[config.mk]
export PLATFORM = sky130hd
export DESIGN_NAME = fb_burst_writer
export DESIGN_NICKNAME = d
export VERILOG_FILES = /design/src/rtl/fbw_pkg.sv /design/src/rtl/fbw_rst_sync.sv /design/src/rtl/fbw_sync_edge.sv /design/src/rtl/fbw_frame_ctr.sv /design/src/rtl/fbw_burst_seq.sv /design/src/rtl/fb_burst_writer.sv
export SDC_FILE = /design/constraint.sdc
export NUM_CORES = 1
export LEC_CHECK = 0
export BUFFER_PORTS_ARGS = -buffer_cell sky130_fd_sc_hd__clkbuf_2
export CAP_MARGIN = 20
export CORE_MARGIN = 2
export CORE_UTILIZATION = 59
export DETAILED_ROUTE_END_ITERATION = 6
export GPL_ROUTABILITY_DRIVEN = 0
export PLACE_DENSITY = 0.86
export SETUP_SLACK_MARGIN = 0.02
export SLEW_MARGIN = 20
export SYNTH_ARGS = -nofsm -noshare
export SYNTH_HDL_FRONTEND = slang
export SYNTH_SLANG_ARGS = --single-unit
export TNS_END_PERCENT = 10
[constraint.sdc]
create_clock -name clk -period 18.1 [get_ports clk]
set_input_delay 3.62 -clock clk [delete_from_list [all_inputs] [get_ports clk]]
set_output_delay 3.62 -clock clk [all_outputs]
set_load 0.05 [all_outputs]
[src/rtl/fbw_pkg.sv]
package fbw_pkg;
  typedef enum logic {
    ST_IDLE  = 1'b0,
    ST_BURST = 1'b1
  } fbw_state_e;
endpackage

[src/rtl/fbw_rst_sync.sv]
module fbw_rst_sync (
  input  logic clk,
  input  logic rst_n,
  output logic rst_sync_n
);
  logic stage1_q;
  logic stage2_q;

  always_ff @(posedge clk or negedge rst_n) begin
    if (!rst_n) begin
      stage1_q <= 1'b0;
      stage2_q <= 1'b0;
    end else begin
      stage1_q <= 1'b1;
      stage2_q <= stage1_q;
    end
  end

  assign rst_sync_n = stage2_q;
endmodule

[src/rtl/fbw_sync_edge.sv]
module fbw_sync_edge (
  input  logic clk,
  input  logic rst_n,
  input  logic fsync_i,
  output logic edge_o
);
  logic fsync_q;

  always_ff @(posedge clk or negedge rst_n) begin
    if (!rst_n) fsync_q <= 1'b0;
    else        fsync_q <= fsync_i;
  end

  assign edge_o = fsync_i & ~fsync_q;
endmodule

[src/rtl/fbw_frame_ctr.sv]
module fbw_frame_ctr #(
  parameter int ADDR_W       = 32,
  parameter int FRAME_BURSTS = 4800,
  parameter int STEP         = 4,
  localparam int CNT_W       = $clog2(FRAME_BURSTS + 1)
) (
  input  logic              clk,
  input  logic              rst_n,
  input  logic              sync_edge_i,
  input  logic [ADDR_W-1:0] base_addr_i,
  input  logic              restore_i,
  input  logic              beat_done_i,
  input  logic              burst_end_i,
  output logic [ADDR_W-1:0] addr_o,
  output logic              armed_o,
  output logic              frame_done_o
);
  logic [ADDR_W-1:0] base_q, base_d;
  logic [ADDR_W-1:0] addr_q, addr_d;
  logic [CNT_W-1:0]  rem_q, rem_d;
  logic              done_q, done_d;
  logic              base_en, addr_en, rem_en;
  logic [ADDR_W-1:0] restore_base;

  // next-state logic
  always_comb begin
    restore_base = sync_edge_i ? base_addr_i : base_q;
    base_en      = sync_edge_i;
    base_d       = base_addr_i;
    addr_en      = restore_i | beat_done_i;
    addr_d       = restore_i ? restore_base : (addr_q + ADDR_W'(STEP));
    rem_en       = restore_i | burst_end_i;
    rem_d        = restore_i ? CNT_W'(FRAME_BURSTS) : (rem_q - CNT_W'(1));
    done_d       = burst_end_i & ~restore_i & (rem_q == CNT_W'(1));
  end

  // registers
  always_ff @(posedge clk or negedge rst_n) begin
    if (!rst_n) begin
      base_q <= '0;
      addr_q <= '0;
      rem_q  <= '0;
      done_q <= 1'b0;
    end else begin
      if (base_en) base_q <= base_d;
      if (addr_en) addr_q <= addr_d;
      if (rem_en)  rem_q  <= rem_d;
      done_q <= done_d;
    end
  end

  assign addr_o       = addr_q;
  assign armed_o      = (rem_q != '0);
  assign frame_done_o = done_q;


  restore_arms_chk: assert property (@(posedge clk) disable iff (!rst_n)
    restore_i |=> armed_o);

  done_pulse_chk: assert property (@(posedge clk) disable iff (!rst_n)
    frame_done_o |=> !frame_done_o);

  done_disarm_chk: assert property (@(posedge clk) disable iff (!rst_n)
    frame_done_o |-> !armed_o);

  addr_step_chk: assert property (@(posedge clk) disable iff (!rst_n)
    (beat_done_i && !restore_i) |=> (addr_o == $past(addr_o) + ADDR_W'(STEP)));
endmodule

[src/rtl/fbw_burst_seq.sv]
module fbw_burst_seq
  import fbw_pkg::*;
#(
  parameter int BEATS  = 8,
  parameter int DATA_W = 32,
  localparam int GRP_W  = BEATS * DATA_W,
  localparam int BEAT_W = (BEATS > 1) ? $clog2(BEATS) : 1
) (
  input  logic              clk,
  input  logic              rst_n,
  input  logic              sync_edge_i,
  input  logic              armed_i,
  input  logic              grp_req_i,
  input  logic [GRP_W-1:0]  grp_data_i,
  input  logic              mem_ready_i,
  output logic              grp_ack_o,
  output logic              mem_we_o,
  output logic [DATA_W-1:0] mem_wdata_o,
  output logic              restore_o,
  output logic              beat_done_o,
  output logic              burst_end_o
);
  fbw_state_e        state_q, state_d;
  logic [BEAT_W-1:0] beat_q, beat_d;
  logic              pend_q, pend_d;
  logic              ack_q, ack_d;
  logic [DATA_W-1:0] word_q [BEATS];
  logic              busy, sync_req, last_beat, start, beat_en;

  always_comb begin
    busy        = (state_q == ST_BURST);
    sync_req    = sync_edge_i | pend_q;
    beat_done_o = busy & mem_ready_i;
    last_beat   = (beat_q == BEAT_W'(BEATS - 1));
    restore_o   = sync_req & (~busy | beat_done_o);
    start       = ~busy & ~sync_req & grp_req_i & armed_i;
    burst_end_o = beat_done_o & last_beat & ~sync_req;

    state_d = state_q;
    if (restore_o)        state_d = ST_IDLE;
    else if (start)       state_d = ST_BURST;
    else if (burst_end_o) state_d = ST_IDLE;

    beat_en = start | restore_o | beat_done_o;
    if (start | restore_o)  beat_d = '0;
    else if (last_beat)     beat_d = '0;
    else                    beat_d = beat_q + BEAT_W'(1);

    if (restore_o)                  pend_d = 1'b0;
    else if (sync_edge_i && busy)   pend_d = 1'b1;
    else                            pend_d = pend_q;

    ack_d = start;
  end

  always_ff @(posedge clk or negedge rst_n) begin
    if (!rst_n) begin
      state_q <= ST_IDLE;
      beat_q  <= '0;
      pend_q  <= 1'b0;
      ack_q   <= 1'b0;
    end else begin
      state_q <= state_d;
      if (beat_en) beat_q <= beat_d;
      pend_q  <= pend_d;
      ack_q   <= ack_d;
    end
  end

  for (genvar g = 0; g < BEATS; g++) begin : g_word
    always_ff @(posedge clk or negedge rst_n) begin
      if (!rst_n)     word_q[g] <= '0;
      else if (start) word_q[g] <= grp_data_i[g*DATA_W +: DATA_W];
    end
  end

  assign grp_ack_o   = ack_q;
  assign mem_we_o    = busy;
  assign mem_wdata_o = word_q[beat_q];


  stall_hold_chk: assert property (@(posedge clk) disable iff (!rst_n)
    (mem_we_o && !mem_ready_i) |=> (mem_we_o && $stable(mem_wdata_o)));

  ack_pulse_chk: assert property (@(posedge clk) disable iff (!rst_n)
    grp_ack_o |=> !grp_ack_o);

  abort_stop_chk: assert property (@(posedge clk) disable iff (!rst_n)
    (mem_we_o && mem_ready_i && sync_req) |=> !mem_we_o);

  start_armed_chk: assert property (@(posedge clk) disable iff (!rst_n)
    grp_ack_o |-> $past(armed_i));
endmodule

[src/rtl/fb_burst_writer.sv]
module fb_burst_writer #(
  parameter int DATA_W       = 32,
  parameter int BEATS        = 8,
  parameter int ADDR_W       = 32,
  parameter int FRAME_BURSTS = 4800,
  localparam int GRP_W       = BEATS * DATA_W,
  localparam int STEP        = DATA_W / 8
) (
  input  logic              clk,
  input  logic              rst_n,
  input  logic              fsync_i,
  input  logic [ADDR_W-1:0] base_addr_i,
  input  logic              grp_req_i,
  input  logic [GRP_W-1:0]  grp_data_i,
  output logic              grp_ack_o,
  output logic              mem_we_o,
  output logic [ADDR_W-1:0] mem_addr_o,
  output logic [DATA_W-1:0] mem_wdata_o,
  input  logic              mem_ready_i,
  output logic              frame_done_o
);
  logic rst_int_n;
  logic sync_edge;
  logic armed, restore, beat_done, burst_end;

  fbw_rst_sync i_rst (
    .clk        (clk),
    .rst_n      (rst_n),
    .rst_sync_n (rst_int_n)
  );

  fbw_sync_edge i_edge (
    .clk     (clk),
    .rst_n   (rst_int_n),
    .fsync_i (fsync_i),
    .edge_o  (sync_edge)
  );

  fbw_burst_seq #(
    .BEATS  (BEATS),
    .DATA_W (DATA_W)
  ) i_seq (
    .clk         (clk),
    .rst_n       (rst_int_n),
    .sync_edge_i (sync_edge),
    .armed_i     (armed),
    .grp_req_i   (grp_req_i),
    .grp_data_i  (grp_data_i),
    .mem_ready_i (mem_ready_i),
    .grp_ack_o   (grp_ack_o),
    .mem_we_o    (mem_we_o),
    .mem_wdata_o (mem_wdata_o),
    .restore_o   (restore),
    .beat_done_o (beat_done),
    .burst_end_o (burst_end)
  );

  fbw_frame_ctr #(
    .ADDR_W       (ADDR_W),
    .FRAME_BURSTS (FRAME_BURSTS),
    .STEP         (STEP)
  ) i_ctr (
    .clk          (clk),
    .rst_n        (rst_int_n),
    .sync_edge_i  (sync_edge),
    .base_addr_i  (base_addr_i),
    .restore_i    (restore),
    .beat_done_i  (beat_done),
    .burst_end_i  (burst_end),
    .addr_o       (mem_addr_o),
    .armed_o      (armed),
    .frame_done_o (frame_done_o)
  );


  addr_hold_chk: assert property (@(posedge clk) disable iff (!rst_int_n)
    (mem_we_o && !mem_ready_i) |=> $stable(mem_addr_o));

  ack_first_beat_chk: assert property (@(posedge clk) disable iff (!rst_int_n)
    grp_ack_o |-> mem_we_o);

  done_no_ack_chk: assert property (@(posedge clk) disable iff (!rst_int_n)
    frame_done_o |-> (!grp_ack_o && !mem_we_o));
endmodule

## Word level (Yosys, flattened, before mapping)

Cells that the tools add are included.
Widths: inputs -> output; s select.

- Bits in registers: 343
- Input bits: 293
- Output and inout bits: 67
- Logic and storage cells: 63

- Add/sub/neg operators: 3
- Order comparisons: 1
- Equality and inequality tests: 2
- Mux-type cells: 13
- Bitwise operators: 21
- Reduce and logical (&&, ||, !) cells: 4

Operator list:

| cell | count |
|---|---|
| $mux 32 | 4 |
| $bmux 32 s3 | 1 |
| $add 32x3->32 const B | 1 |
| $eq 13x1->1 const B | 1 |
| $mux 13 | 1 |
| $reduce_bool 13->1 | 1 |
| $sub 13x1->13 const B | 1 |
| $and 1x1->1 | 10 |
| $mux 3 | 2 |
| $or 1x1->1 | 6 |
| $mux 1 | 5 |
| $ge 4x4->1 const B | 1 |
| $not 1->1 | 4 |
| $not 3->4 | 1 |
| $add 3x1->3 const B | 1 |
| $eq 3x3->1 const B | 1 |
| $reduce_bool 3->1 | 1 |
| $reduce_bool 2->1 | 1 |
| $logic_and 1x1->1 | 1 |

## Depth between registers and ports, before layout

Gate-level depths: netlist of the first run.

- Depth after elaboration: 9
- Depth in mapped cells: 10
- Mapped depth without buffers: 7

## By module

A second synthesis of the first run with hierarchy kept.

- Cells, all modules: 1040
- Area, all modules: 15571.2 um^2

Modules (own cells, without submodules):

| module | instances | cells each | area an instance (um^2) | seq. area each (um^2) |
|---|---|---|---|---|
| fbw_burst_seq | 1 | 685 | 11773.8 | 6556.3 |
| fbw_frame_ctr | 1 | 350 | 3704.8 | 1951.9 |
| fbw_rst_sync | 1 | 3 | 53.8 | 50.0 |
| fbw_sync_edge | 1 | 2 | 38.8 | 25.0 |

## Worst setup path before layout of the first run

Ideal clock, no wire load.

- Path type: register to output
- From: register i_seq.beat_q[0]
- To: output port mem_wdata_o[0]
- Arrival: 2.058 ns
- Data required time: 14.480 ns
- Slack: 12.422 ns
- Stages on the path, launching flop included: 5
- Buffers on the path: 2
- Cells stage by stage: dfrtp_1 buf_1 buf_2 mux4_2 mux2_2

- Longest elaborated chain between the ends: 4

Ends and longest elaborated chain:

| what | RTL line | RTL |
|---|---|---|
| from (decl) | fbw_burst_seq.sv:24 | `logic [BEAT_W-1:0] beat_q, beat_d;` |
| from (signal assigned) | fbw_burst_seq.sv:64 | `if (beat_en) beat_q <= beat_d;` |
| $not 3->4 (implied by the code) | fbw_burst_seq.sv:79 | `assign mem_wdata_o = word_q[beat_q];` |
| $bmux 32 s3 | fbw_burst_seq.sv:79 |  |
| $mux 32 (implied by the code) (2 in a row) | fbw_burst_seq.sv:79 |  |
| to (decl) | fb_burst_writer.sv:18 | `output logic [DATA_W-1:0] mem_wdata_o,` |

Every way passes these cells. The select of a mux whose other input is x is not followed.

## Worst setup path in the final report of the first run

- From: register i_seq.beat_q[0]
- To: output port mem_wdata_o[12]

Same word-level chain as after synthesis.

==> impl_metrics.py, run 1 <==
metrics = {
    "synthesis": {
        "synth.distinct_cells": 54,
        "netlist_area_um2": 15800,
        "yosys-top-cells-count": "nand2_1 (893), dfrtp_1 (343), mux4_2 (64)",
        "postSynthCellCount": 1690,
        "syn_area_per_cell_um2": 9.35,
        "synth_top_area_cell": "dfrtp_1",
        "synth_edf_count": 0,
        "yosysMostFrequentCell": "nand2_1",
        "yosys_warnings": 0,
        "synth_ff_type": "dfrtp_1",
        "synthArstFlopShare_pct": 100,
        "synth.net_count": 1989,
        "synth_top_cell_area_share_pct": 54.3,
        "ys_top_cells_by_area": "dfrtp_1 (54%), nand2_1 (21%), mux4_2 (9.1%)",
        "ys_ff_latch": 343,
        "yosysSeqAreaShare_pct": 54.3,
    },
    "floorplan": {
        "die_area_um2": 28100,
        "design.portCount": 360,
        "fp.dieH_um": 168,
        "rows": 59,
        "core_um2": 26200,
        "die_x_um": 168,
        "start_util_pct": 60.3,
    },
    "critical_path": {
        "crit_type": "flop to primary output",
        "cp.required_ns": 14.48,
        "endpoint_kind": "primary output",
        "critPathBufInv": 2,
        "cp_top_family": "multiplexers",
        "start_kind": "flop",
        "critPathMaxFanout": 54,
        "slowest_delay_ns": 0.67,
        "r2r_setup_slack_ns": 14.18,
        "crit_chain": "buf_6, mux4_2, mux2_2, clkbuf_2",
        "cp.arrival_ns": 3.13,
        "cp_slowest_cell": "buf_6",
    },
    "sta": {
        "setup_ws_ns": 11.35,
        "slew_headroom_pct": 28.4,
        "hold_viol_final": 0,
        "setup_viol": 0,
        "layout_min_cycle_time_ns": 6.75,
        "tns_ns": 0,
        "period_share_pct": 37.3,
        "tightest_slew_ns": 1.07,
        "fmax_mhz": 148,
        "rsz0062_at_grt": "no",
        "final_max_slew_viol_count": 0,
        "fin_worst_skew_ns": 0.0205,
    },
    "drt": {
        "antenna_left": 0,
        "drc": 0,
        "first_pass_iters": 6,
        "wire_per_inst_um": 19.7,
        "viasPerCell": 5.87,
        "wirelength_mm": 46.5,
        "drt-initial-drc-count": 1748,
        "vias": 13900,
    },
    "place": {
        "placedCellCount": 2296,
        "pre_cts_ws_ns": 11.25,
        "hpwl_mm": 31.4,
        "postPlaceCellArea_um2": 17700,
        "io_buffers": 359,
    },
    "final_layout": {
        "utilization_pct": 72.5,
        "seq_area_um2": 8600,
        "nets": 2298,
        "layout-area-overhead-vs-synth_pct": 20.1,
        "final-instance-count-excl-fill": 2366,
        "drive_above_1_share_pct": 27.1,
        "multi_input_area_um2": 6750,
        "design_area_um2": 19000,
        "n_fill_cell": 1907,
    },
    "grt": {
        "gr-total-overflow": 0,
        "grt.total_usage_pct": 33.1,
        "grt_pass1_wl_mm": 72.5,
        "antenna_found_initial": 9,
        "grt_pass1_vias": 13500,
        "grt_max_degree": 181,
    },
    "clock_network": {
        "cts_tree": "done",
        "ctsResizeCount": 0,
        "cts.clk_slew.worst_paths_ns": 0.06,
        "clock_tree.root_cell": "clkbuf_16",
        "clkLatencyLatePin_ns": 0.51,
        "cts_setup_buffers": 0,
        "cts_hold_buffers": 0,
        "cts.sinks": 343,
        "cts_buffers": 36,
        "cts_buffer_depth": 3,
        "htree_levels": 2,
    },
    "run_status": {
        "outcome": "finished, final reports clean",
    },
    "job": {
        "max-cap-violations": 0,
    },
    "pwr": {
        "pwr-share-seq_pct": 37.6,
        "power.share.switching_pct": 42.2,
        "vdd_drop_max_v": 0.000125,
        "leakage_uw": 0.00991,
        "internal-power_uw": 2070,
        "switching_power_uw": 1510,
        "power_frac_comb_pct": 41.0,
        "p_clk_share_pct": 21.5,
        "p_per_area_nw_per_um2": 189,
    },
    "hold_path": {
        "hold_class": "flop to flop",
    },
}
## layer usage
layer | track usage (%) | vias up | part of all wire [%]
met3 | 7.66 | 141 | 10
met4 | 12.9 | 4 | 3.7
met5 | 0 | - | 0.052
met1 | 46.2 | 6726 | 40
met2 | 51.1 | 835 | 46
li1 | - | 6172 | -
## final timing paths
path	startpoint	end	cells past startpoint
min reg2reg	i_rst.stage1_q	i_rst.rst_sync_n	0
min	i_rst.stage1_q	i_rst.rst_sync_n	0
max	i_seq.beat_q[0]	mem_wdata_o[12]	4
min in group asynchronous	i_rst.rst_sync_n	i_seq.word_q[182]	0
max reg2reg	i_ctr.rem_q[5]	i_seq.word_q[140]	7
max in group asynchronous	rst_n	i_rst.rst_sync_n	1
## through the flow
stage          power, uW  hold slack, ns
5_1_grt             3760           0.365
3_3_place_gp        2730           0.343
4_1_cts             3570           0.361
3_5_place_dp        2790           0.336
6_report            3580           0.355
2_1_floorplan       2380           0.331
## power groups by stage
stage | Sequential, uW | Clock [uW] | Combinational (uW)
detailed placement | 1340 | 0 | 1450
global route | 1380 | 808 | 1570
finish | 1350 | 769 | 1470
floorplan | 1360 | 0 | 1020
CTS | 1340 | 775 | 1460
global placement | 1320 | 0 | 1410
## cell usage in the layout, fill, tap and decap left out, types with 16 or more instances in the layout
master	Yosys	final
clkbuf_16	0	37
nand2_1	893	893
nor3_1	16	16
mux4_2	64	64
clkbuf_2	0	359
nor2_1	43	43
o21ai_0	20	20
dfrtp_1	343	339
mux2_2	35	35
nand3_1	20	20
a21oi_1	17	16
## kinds of logic after synthesis
group,count (synthesis),share of synthesized area (%)
XOR/XNOR,11,0.610
multiplexers,100,11.7
AND/OR/NAND/NOR,1024,25.8
flip-flops,343,54.3
adder cells (fa/ha/maj),6,0.475
AO/OA/AOI/OAI,94,3.97
other,1,0.0237
buffers and inverters,111,3.10
## state kept, by name, indices dropped and copies added (netlist names)
name                count
i_seq.word_q          256
i_seq.grp_ack_o         1
i_rst.stage1_q          1
i_ctr.base_q           32
i_edge.fsync_q          1
i_ctr.frame_done_o      1
i_rst.rst_sync_n        1
i_seq.beat_q            3
i_ctr.rem_q            13
i_ctr.addr_o           32
i_seq.pend_q            1
i_seq.mem_we_o          1
## area by class of cell
type | count | area share (%)
Sequential cell | 343 | 45.3
Clock buffer | 49 | 5.75
Tap cell | 335 | 2.21
Timing Repair Buffer | 373 | 10.1
Multi-Input combinational cell | 1236 | 35.6
Inverter | 9 | 0.217
Clock inverter | 14 | 0.810
Antenna cell | 7 | 0.0923
## worst reg2reg max path, stage by stage, from the launching register on
cell and delay [ns]:
dfrtp_1 0.38, or4_1 0.64, nor3_2 0.33, a31o_4 0.90
inv_8 0.56, buf_4 0.72, nand2_1 0.22, nand2_1 0.07
No activity file was read; power rests on OpenSTA's default activity.
==> inputs of run 2 (changes only) <==
--- a/config.mk
+++ b/config.mk
@@ -5,13 +5,14 @@
 export SDC_FILE = /design/constraint.sdc
 export NUM_CORES = 1
 export LEC_CHECK = 0
+export ABC_AREA = 1
 export BUFFER_PORTS_ARGS = -buffer_cell sky130_fd_sc_hd__clkbuf_2
 export CAP_MARGIN = 20
 export CORE_MARGIN = 2
-export CORE_UTILIZATION = 59
+export CORE_UTILIZATION = 55
 export DETAILED_ROUTE_END_ITERATION = 6
 export GPL_ROUTABILITY_DRIVEN = 0
-export PLACE_DENSITY = 0.86
+export PLACE_DENSITY = 0.81
 export SETUP_SLACK_MARGIN = 0.02
 export SLEW_MARGIN = 20
 export SYNTH_ARGS = -nofsm -noshare
==> constraint.sdc (replaced) <==
create_clock -name clk -period 6.3 [get_ports clk]
set_input_delay 1.26 -clock clk [delete_from_list [all_inputs] [get_ports clk]]
set_output_delay 1.26 -clock clk [all_outputs]
set_load 0.05 [all_outputs]
==> impl_metrics.py, run 2 <==
metrics = {
    "drt": {
        "first_pass_iters": 6,
        "drc": 0,
        "vias": 15800,
        "antenna_left": 0,
        "wire_per_inst_um": 16.9,
        "drt-initial-drc-count": 1633,
        "wirelength_mm": 49.2,
        "viasPerCell": 5.43,
    },
    "final_layout": {
        "layout_common_cells": "nand2_1 (1016), clkbuf_2 (359), dfrtp_1 (340)",
        "nets": 2787,
        "drive_above_1_share_pct": 18.2,
        "final-instance-count-excl-fill": 2913,
        "n_fill_cell": 2596,
        "final_common_cell": "nand2_1",
        "regMostFlops": "i_seq.word_q",
        "layout-area-overhead-vs-synth_pct": 18.0,
        "largest_reg_flops": 256,
    },
    "synthesis": {
        "synth.net_count": 2498,
        "yosysMostFrequentCell": "nand2_1",
        "synth_edf_count": 0,
        "synth_compound_area_share_pct": 9.09,
        "synth_xor_area_share_pct": 0.265,
        "yosys-top-cells-count": "nand2_1 (1016), dfrtp_1 (343), nor2_1 (289)",
        "ys_ff_latch": 343,
        "yosys_warnings": 0,
        "yosysSeqAreaShare_pct": 51.9,
        "netlist_area_um2": 16500,
        "synth_top_area_cell": "dfrtp_1",
        "synthArstFlopShare_pct": 100,
        "synthMuxAreaShare_pct": 0,
        "syn_area_per_cell_um2": 7.52,
        "yosys.area_share.simple_pct": 32.1,
        "postSynthCellCount": 2199,
        "synth_ff_type": "dfrtp_1",
        "synth_top_family_by_area": "simple AND/OR/NAND/NOR gates",
        "synth_top_cell_area_share_pct": 51.9,
        "synth.distinct_cells": 31,
        "ys_top_cells_by_area": "dfrtp_1 (52%), nand2_1 (23%), nor2_1 (6.6%)",
        "synthAdderAreaFrac_pct": 0.454,
    },
    "job": {
        "max-cap-violations": 0,
    },
    "sta": {
        "hold_ws_ns": 0.310,
        "rsz0062_at_grt": "no",
        "period_share_pct": 78.6,
        "tightest_slew_ns": 1.07,
        "final_max_slew_viol_count": 0,
        "setup_ws_ns": 1.35,
        "hold_viol_final": 0,
        "fin_worst_skew_ns": 0.0156,
        "setup_viol": 0,
        "tns_ns": 0,
        "fmax_mhz": 202,
        "layout_min_cycle_time_ns": 4.95,
        "slew_headroom_pct": 28.5,
    },
    "grt": {
        "grt.total_usage_pct": 31.2,
        "grt_pass1_wl_mm": 77.4,
        "grt_pass1_vias": 15100,
        "antenna_found_initial": 8,
        "gr-total-overflow": 0,
        "grt_max_degree": 153,
    },
    "place": {
        "hpwl_mm": 33.3,
        "pre_cts_ws_ns": 1.97,
        "io_buffers": 359,
        "placedCellCount": 2838,
    },
    "clock_network": {
        "cts_hold_buffers": 0,
        "clock_tree.root_cell": "clkbuf_16",
        "clkLatencyLatePin_ns": 0.52,
        "cts_setup_buffers": 0,
        "cts.sinks": 343,
        "cts.clk_slew.worst_paths_ns": 0.06,
        "cts_buffers": 37,
        "htree_levels": 2,
        "ctsResizeCount": 0,
        "cts_tree": "done",
        "cts_buffer_depth": 3,
    },
    "pwr": {
        "leakage_uw": 0.0106,
        "vdd_drop_max_v": 0.000440,
        "p_per_area_nw_per_um2": 532,
        "total_power_uw": 10400,
    },
    "floorplan": {
        "die_area_um2": 31400,
        "rows": 63,
        "fp.dieH_um": 177,
        "core_um2": 29600,
        "design.portCount": 360,
        "die_x_um": 177,
        "start_util_pct": 55.8,
    },
    "critical_path": {
        "start_kind": "flop",
        "critPathMaxFanout": 80,
        "endpoint_kind": "primary output",
        "crit_type": "flop to primary output",
        "cp.required_ns": 5.04,
        "cp.arrival_ns": 3.69,
        "worstReg2RegStart": "i_edge.fsync_q",
        "crit_start": "i_seq.beat_q[0]",
    },
    "hold_path": {
        "hold_class": "flop to asynchronous set/reset pin",
    },
    "run_status": {
        "outcome": "finished, final reports clean",
    },
}
[run 2: cell count changes after synthesis, sizes merged, moves of 25 or more]
cell | previous run | this run
nor2 | 43 | 297
o21ai | 21 | 178
nand2 | 893 | 1019
mux4 | 64 | 0
inv | 9 | 67
a31oi | 1 | 47
mux2 | 35 | 0
o22ai | 12 | 37
[run 2: worst paths after layout]
kind	end	slack, ns	cells after the start
setup / recovery	mem_wdata_o[6]	1.35	5
setup reg to reg	i_seq.word_q[138]	2.91	8
hold / removal	i_seq.word_q[27]	0.31	0
hold reg to reg	i_seq.word_q[27]	0.31	0
max in group asynchronous	i_ctr.addr_o[28]	4.43	2
min in group clk	i_rst.rst_sync_n	0.36	0
[run 2: cell type report]
type                       instances  area [um2]  share of cell area [%]
antenna                            7        17.5                  0.0899
clock buffer                      58        1110                    5.72
tap                              390         488                    2.50
timing repair buffer             374        1970                    10.1
sequential                       343        8590                    44.1
inverter                          67         260                    1.34
multi-input combinational       1665        6950                    35.7
clock inverter                     9         103                   0.526
[run 2: critical path, stage by stage, from the launching register on]
cell	delay, ns
dfrtp_4	0.84
clkinv_2	0.70
buf_4	0.58
o21ai_0	0.49
a31oi_1	0.23
clkbuf_2	0.29
[run 2: kinds of logic (layout without fill, tap and decap cells)]
logic type	Yosys count	in the layout
fa+ha+maj	6	6
flops	343	343
xor+xnor	5	5
buf+inv	191	508
simple gates	1375	1375
compound gates	278	278
other cells	1	8
[run 2: report_power, final]
part	switching (uW)	total, uW	leakage [uW]	internal [uW]
logic	3150	4380	0.00573	1230
registers	676	3800	0.00424	3120
clock network	885	2180	0.000604	1300
[run 2: per-layer routing]
metal	vias up	global-route usage (%)	share of wire [%]
met4	2	13.1	4.2
met3	132	7.41	10
met2	813	49.0	45
met5	-	0	0.026
li1	7488	-	-
met1	7374	41.7	40
[run 2: per-stage QoR]
step / instance area, um2 / utilization, %
floorplan: 16500 / -
finish: 19500 / 65.8
detailed placement: 18200 / 61.5
global placement: 18200 / 61.5
global route: 19500 / 65.8
CTS: 19400 / 65.6
==> inputs of run 3 (changes only) <==
--- a/config.mk
+++ b/config.mk
@@ -5,14 +5,14 @@
 export SDC_FILE = /design/constraint.sdc
 export NUM_CORES = 1
 export LEC_CHECK = 0
-export ABC_AREA = 1
+export ABC_AREA = 0
 export BUFFER_PORTS_ARGS = -buffer_cell sky130_fd_sc_hd__clkbuf_2
 export CAP_MARGIN = 20
 export CORE_MARGIN = 2
-export CORE_UTILIZATION = 55
+export CORE_UTILIZATION = 54
 export DETAILED_ROUTE_END_ITERATION = 6
 export GPL_ROUTABILITY_DRIVEN = 0
-export PLACE_DENSITY = 0.81
+export PLACE_DENSITY = 0.8
 export SETUP_SLACK_MARGIN = 0.02
 export SLEW_MARGIN = 20
 export SYNTH_ARGS = -nofsm -noshare
==> constraint.sdc (replaced) <==
create_clock -name clk -period 5.1 [get_ports clk]
set_input_delay 1.02 -clock clk [delete_from_list [all_inputs] [get_ports clk]]
set_output_delay 1.02 -clock clk [all_outputs]
set_load 0.05 [all_outputs]
==> impl_metrics.py, run 3 (same netlist as run 1, synthesis figures left out) <==
metrics = {
    "sta": {
        "layout_min_cycle_time_ns": 3.82,
        "fmax_mhz": 262,
        "tightest_slew_ns": 1.23,
        "final_max_slew_viol_count": 0,
        "period_share_pct": 74.8,
        "fin_worst_skew_ns": 0.0240,
        "setup_viol": 0,
        "tns_ns": 0,
        "hold_viol_final": 0,
        "slew_headroom_pct": 18.1,
        "rsz0062_at_grt": "no",
    },
    "final_layout": {
        "seq_area_um2": 8600,
        "largest_reg_flops": 256,
        "multi_input_area_um2": 6750,
        "regMostFlops": "i_seq.word_q",
        "layout_common_cells": "nand2_1 (893), clkbuf_2 (359), dfrtp_1 (339)",
        "final_common_cell": "nand2_1",
        "n_fill_cell": 2259,
        "layout-area-overhead-vs-synth_pct": 21.0,
        "drive_above_1_share_pct": 26.7,
        "nets": 2302,
    },
    "pwr": {
        "vdd_drop_max_v": 0.000352,
        "total_power_uw": 12700,
        "p_per_area_nw_per_um2": 664,
        "leakage_uw": 0.00993,
    },
    "floorplan": {
        "die_x_um": 175,
        "start_util_pct": 54.9,
        "rows": 62,
        "design.portCount": 360,
        "fp.dieH_um": 175,
        "die_area_um2": 30700,
        "core_um2": 28800,
    },
    "critical_path": {
        "cp.required_ns": 4.08,
        "crit_type": "flop to primary output",
        "critPathMaxFanout": 27,
        "reg2regPathDepth": 7,
        "r2r-end": "i_ctr.rem_q[8]",
        "r2r_setup_slack_ns": 2.09,
        "worstSetupEndpoint": "mem_wdata_o[25]",
        "worstReg2RegStart": "i_seq.beat_q[1]",
        "cp.arrival_ns": 2.80,
        "crit_start": "i_seq.beat_q[0]",
        "endpoint_kind": "primary output",
        "start_kind": "flop",
    },
    "hold_path": {
        "hold_class": "flop to asynchronous set/reset pin",
    },
    "grt": {
        "grt_pass1_wl_mm": 72.4,
        "grt.total_usage_pct": 30.3,
        "antenna_found_initial": 7,
        "gr-total-overflow": 0,
        "grt_pass1_vias": 13300,
        "grt_max_degree": 261,
    },
    "drt": {
        "dr_wl_met3_mm": 4.25,
        "wire_per_inst_um": 19.1,
        "antenna_left": 0,
        "m1WireLength_mm": 19.4,
        "drc": 0,
        "first_pass_iters": 5,
        "vias": 13600,
        "viasPerCell": 5.63,
        "highest_layer": "met5",
        "dr_wl_met2_mm": 20.7,
        "wirelength_mm": 46.2,
        "drt-initial-drc-count": 1447,
    },
    "clock_network": {
        "ctsResizeCount": 0,
        "cts.clk_slew.worst_paths_ns": 0.06,
        "cts.sinks": 343,
        "htree_levels": 2,
        "cts_buffers": 38,
        "cts_tree": "done",
        "cts_hold_buffers": 0,
        "cts_setup_buffers": 0,
        "clock_tree.root_cell": "clkbuf_16",
        "clkLatencyLatePin_ns": 0.52,
        "cts_buffer_depth": 3,
    },
    "job": {
        "max-cap-violations": 0,
    },
    "place": {
        "hpwl_mm": 31.7,
        "io_buffers": 359,
    },
    "run_status": {
        "outcome": "finished, final reports clean",
    },
}
==> run 3: changes by cell type in the layout (fill, tap and decap cells not counted), moves of 7 or more <==
cell      previous run  this run
nor2_1             289        43
o21ai_0            174        20
nand2_1           1016       893
mux4_2               0        64
inv_1               59         8
a31oi_1             47         1
mux2_2               0        35
o22ai_1             37        12
nand3_1             39        20
a211oi_1             0        14
nor3_1               3        16
and3_1               0         7
==> run 3: power breakdown <==
group	internal [uW]	switching [uW]	total [uW]	leakage, uW
clock network	1650	1090	2750	0.000618
logic	1880	3230	5100	0.00508
registers	3850	996	4840	0.00423
==> run 3: critical path, stage by stage, from the launching register on <==
cell and delay, ns:
dfrtp_4 0.76, buf_12 0.30, mux4_2 0.63, mux2_2 0.31, clkbuf_2 0.24
==> run 3: routing by layer <==
layer / track usage (%) / vias to the layer above
met5: 0 / -
met4: 12.2 / 2
met3: 5.00 / 118
met2: 45.2 / 698
met1: 44.8 / 6635
li1: - / 6183
==> run 3: worst min-delay path by stage <==
stage | start | endpoint | slack, ns | depth (start not counted)
final | i_rst.rst_sync_n | i_seq.word_q[63] | 0.25 | 0
after global routing | rst_n | i_rst.rst_sync_n | 0.27 | 1
after CTS | rst_n | i_rst.rst_sync_n | 0.26 | 1
after detailed placement | i_rst.rst_sync_n | i_seq.word_q[63] | 0.27 | 0
after global placement | i_rst.rst_sync_n | i_seq.word_q[63] | 0.26 | 0
after floorplan | i_rst.stage1_q | i_rst.rst_sync_n | 0.33 | 0
==> run 3: per-stage QoR <==
step	std cells	utilization (%)	hold WS, ns	setup WS (ns)	instance area (um2)
3_5_place_dp	2346	61.9	0.267	1.46	17800
4_1_cts	2415	66.3	0.263	0.877	19100
2_1_floorplan	1690	-	0.331	1.71	15800
5_1_grt	2421	66.4	0.268	1.16	19100
6_report	2422	66.4	0.246	1.28	19100
3_3_place_gp	2346	61.9	0.260	1.47	17800
==> run 3: layout make-up <==
cell class / instances / area share [%]
Antenna cell: 6 / 0.0785
Clock inverter: 7 / 0.327
Timing Repair Buffer: 375 / 10.4
Multi-Input combinational cell: 1236 / 35.3
Sequential cell: 343 / 45.0
Clock buffer: 62 / 6.25
Inverter: 9 / 0.216
Tap cell: 384 / 2.51
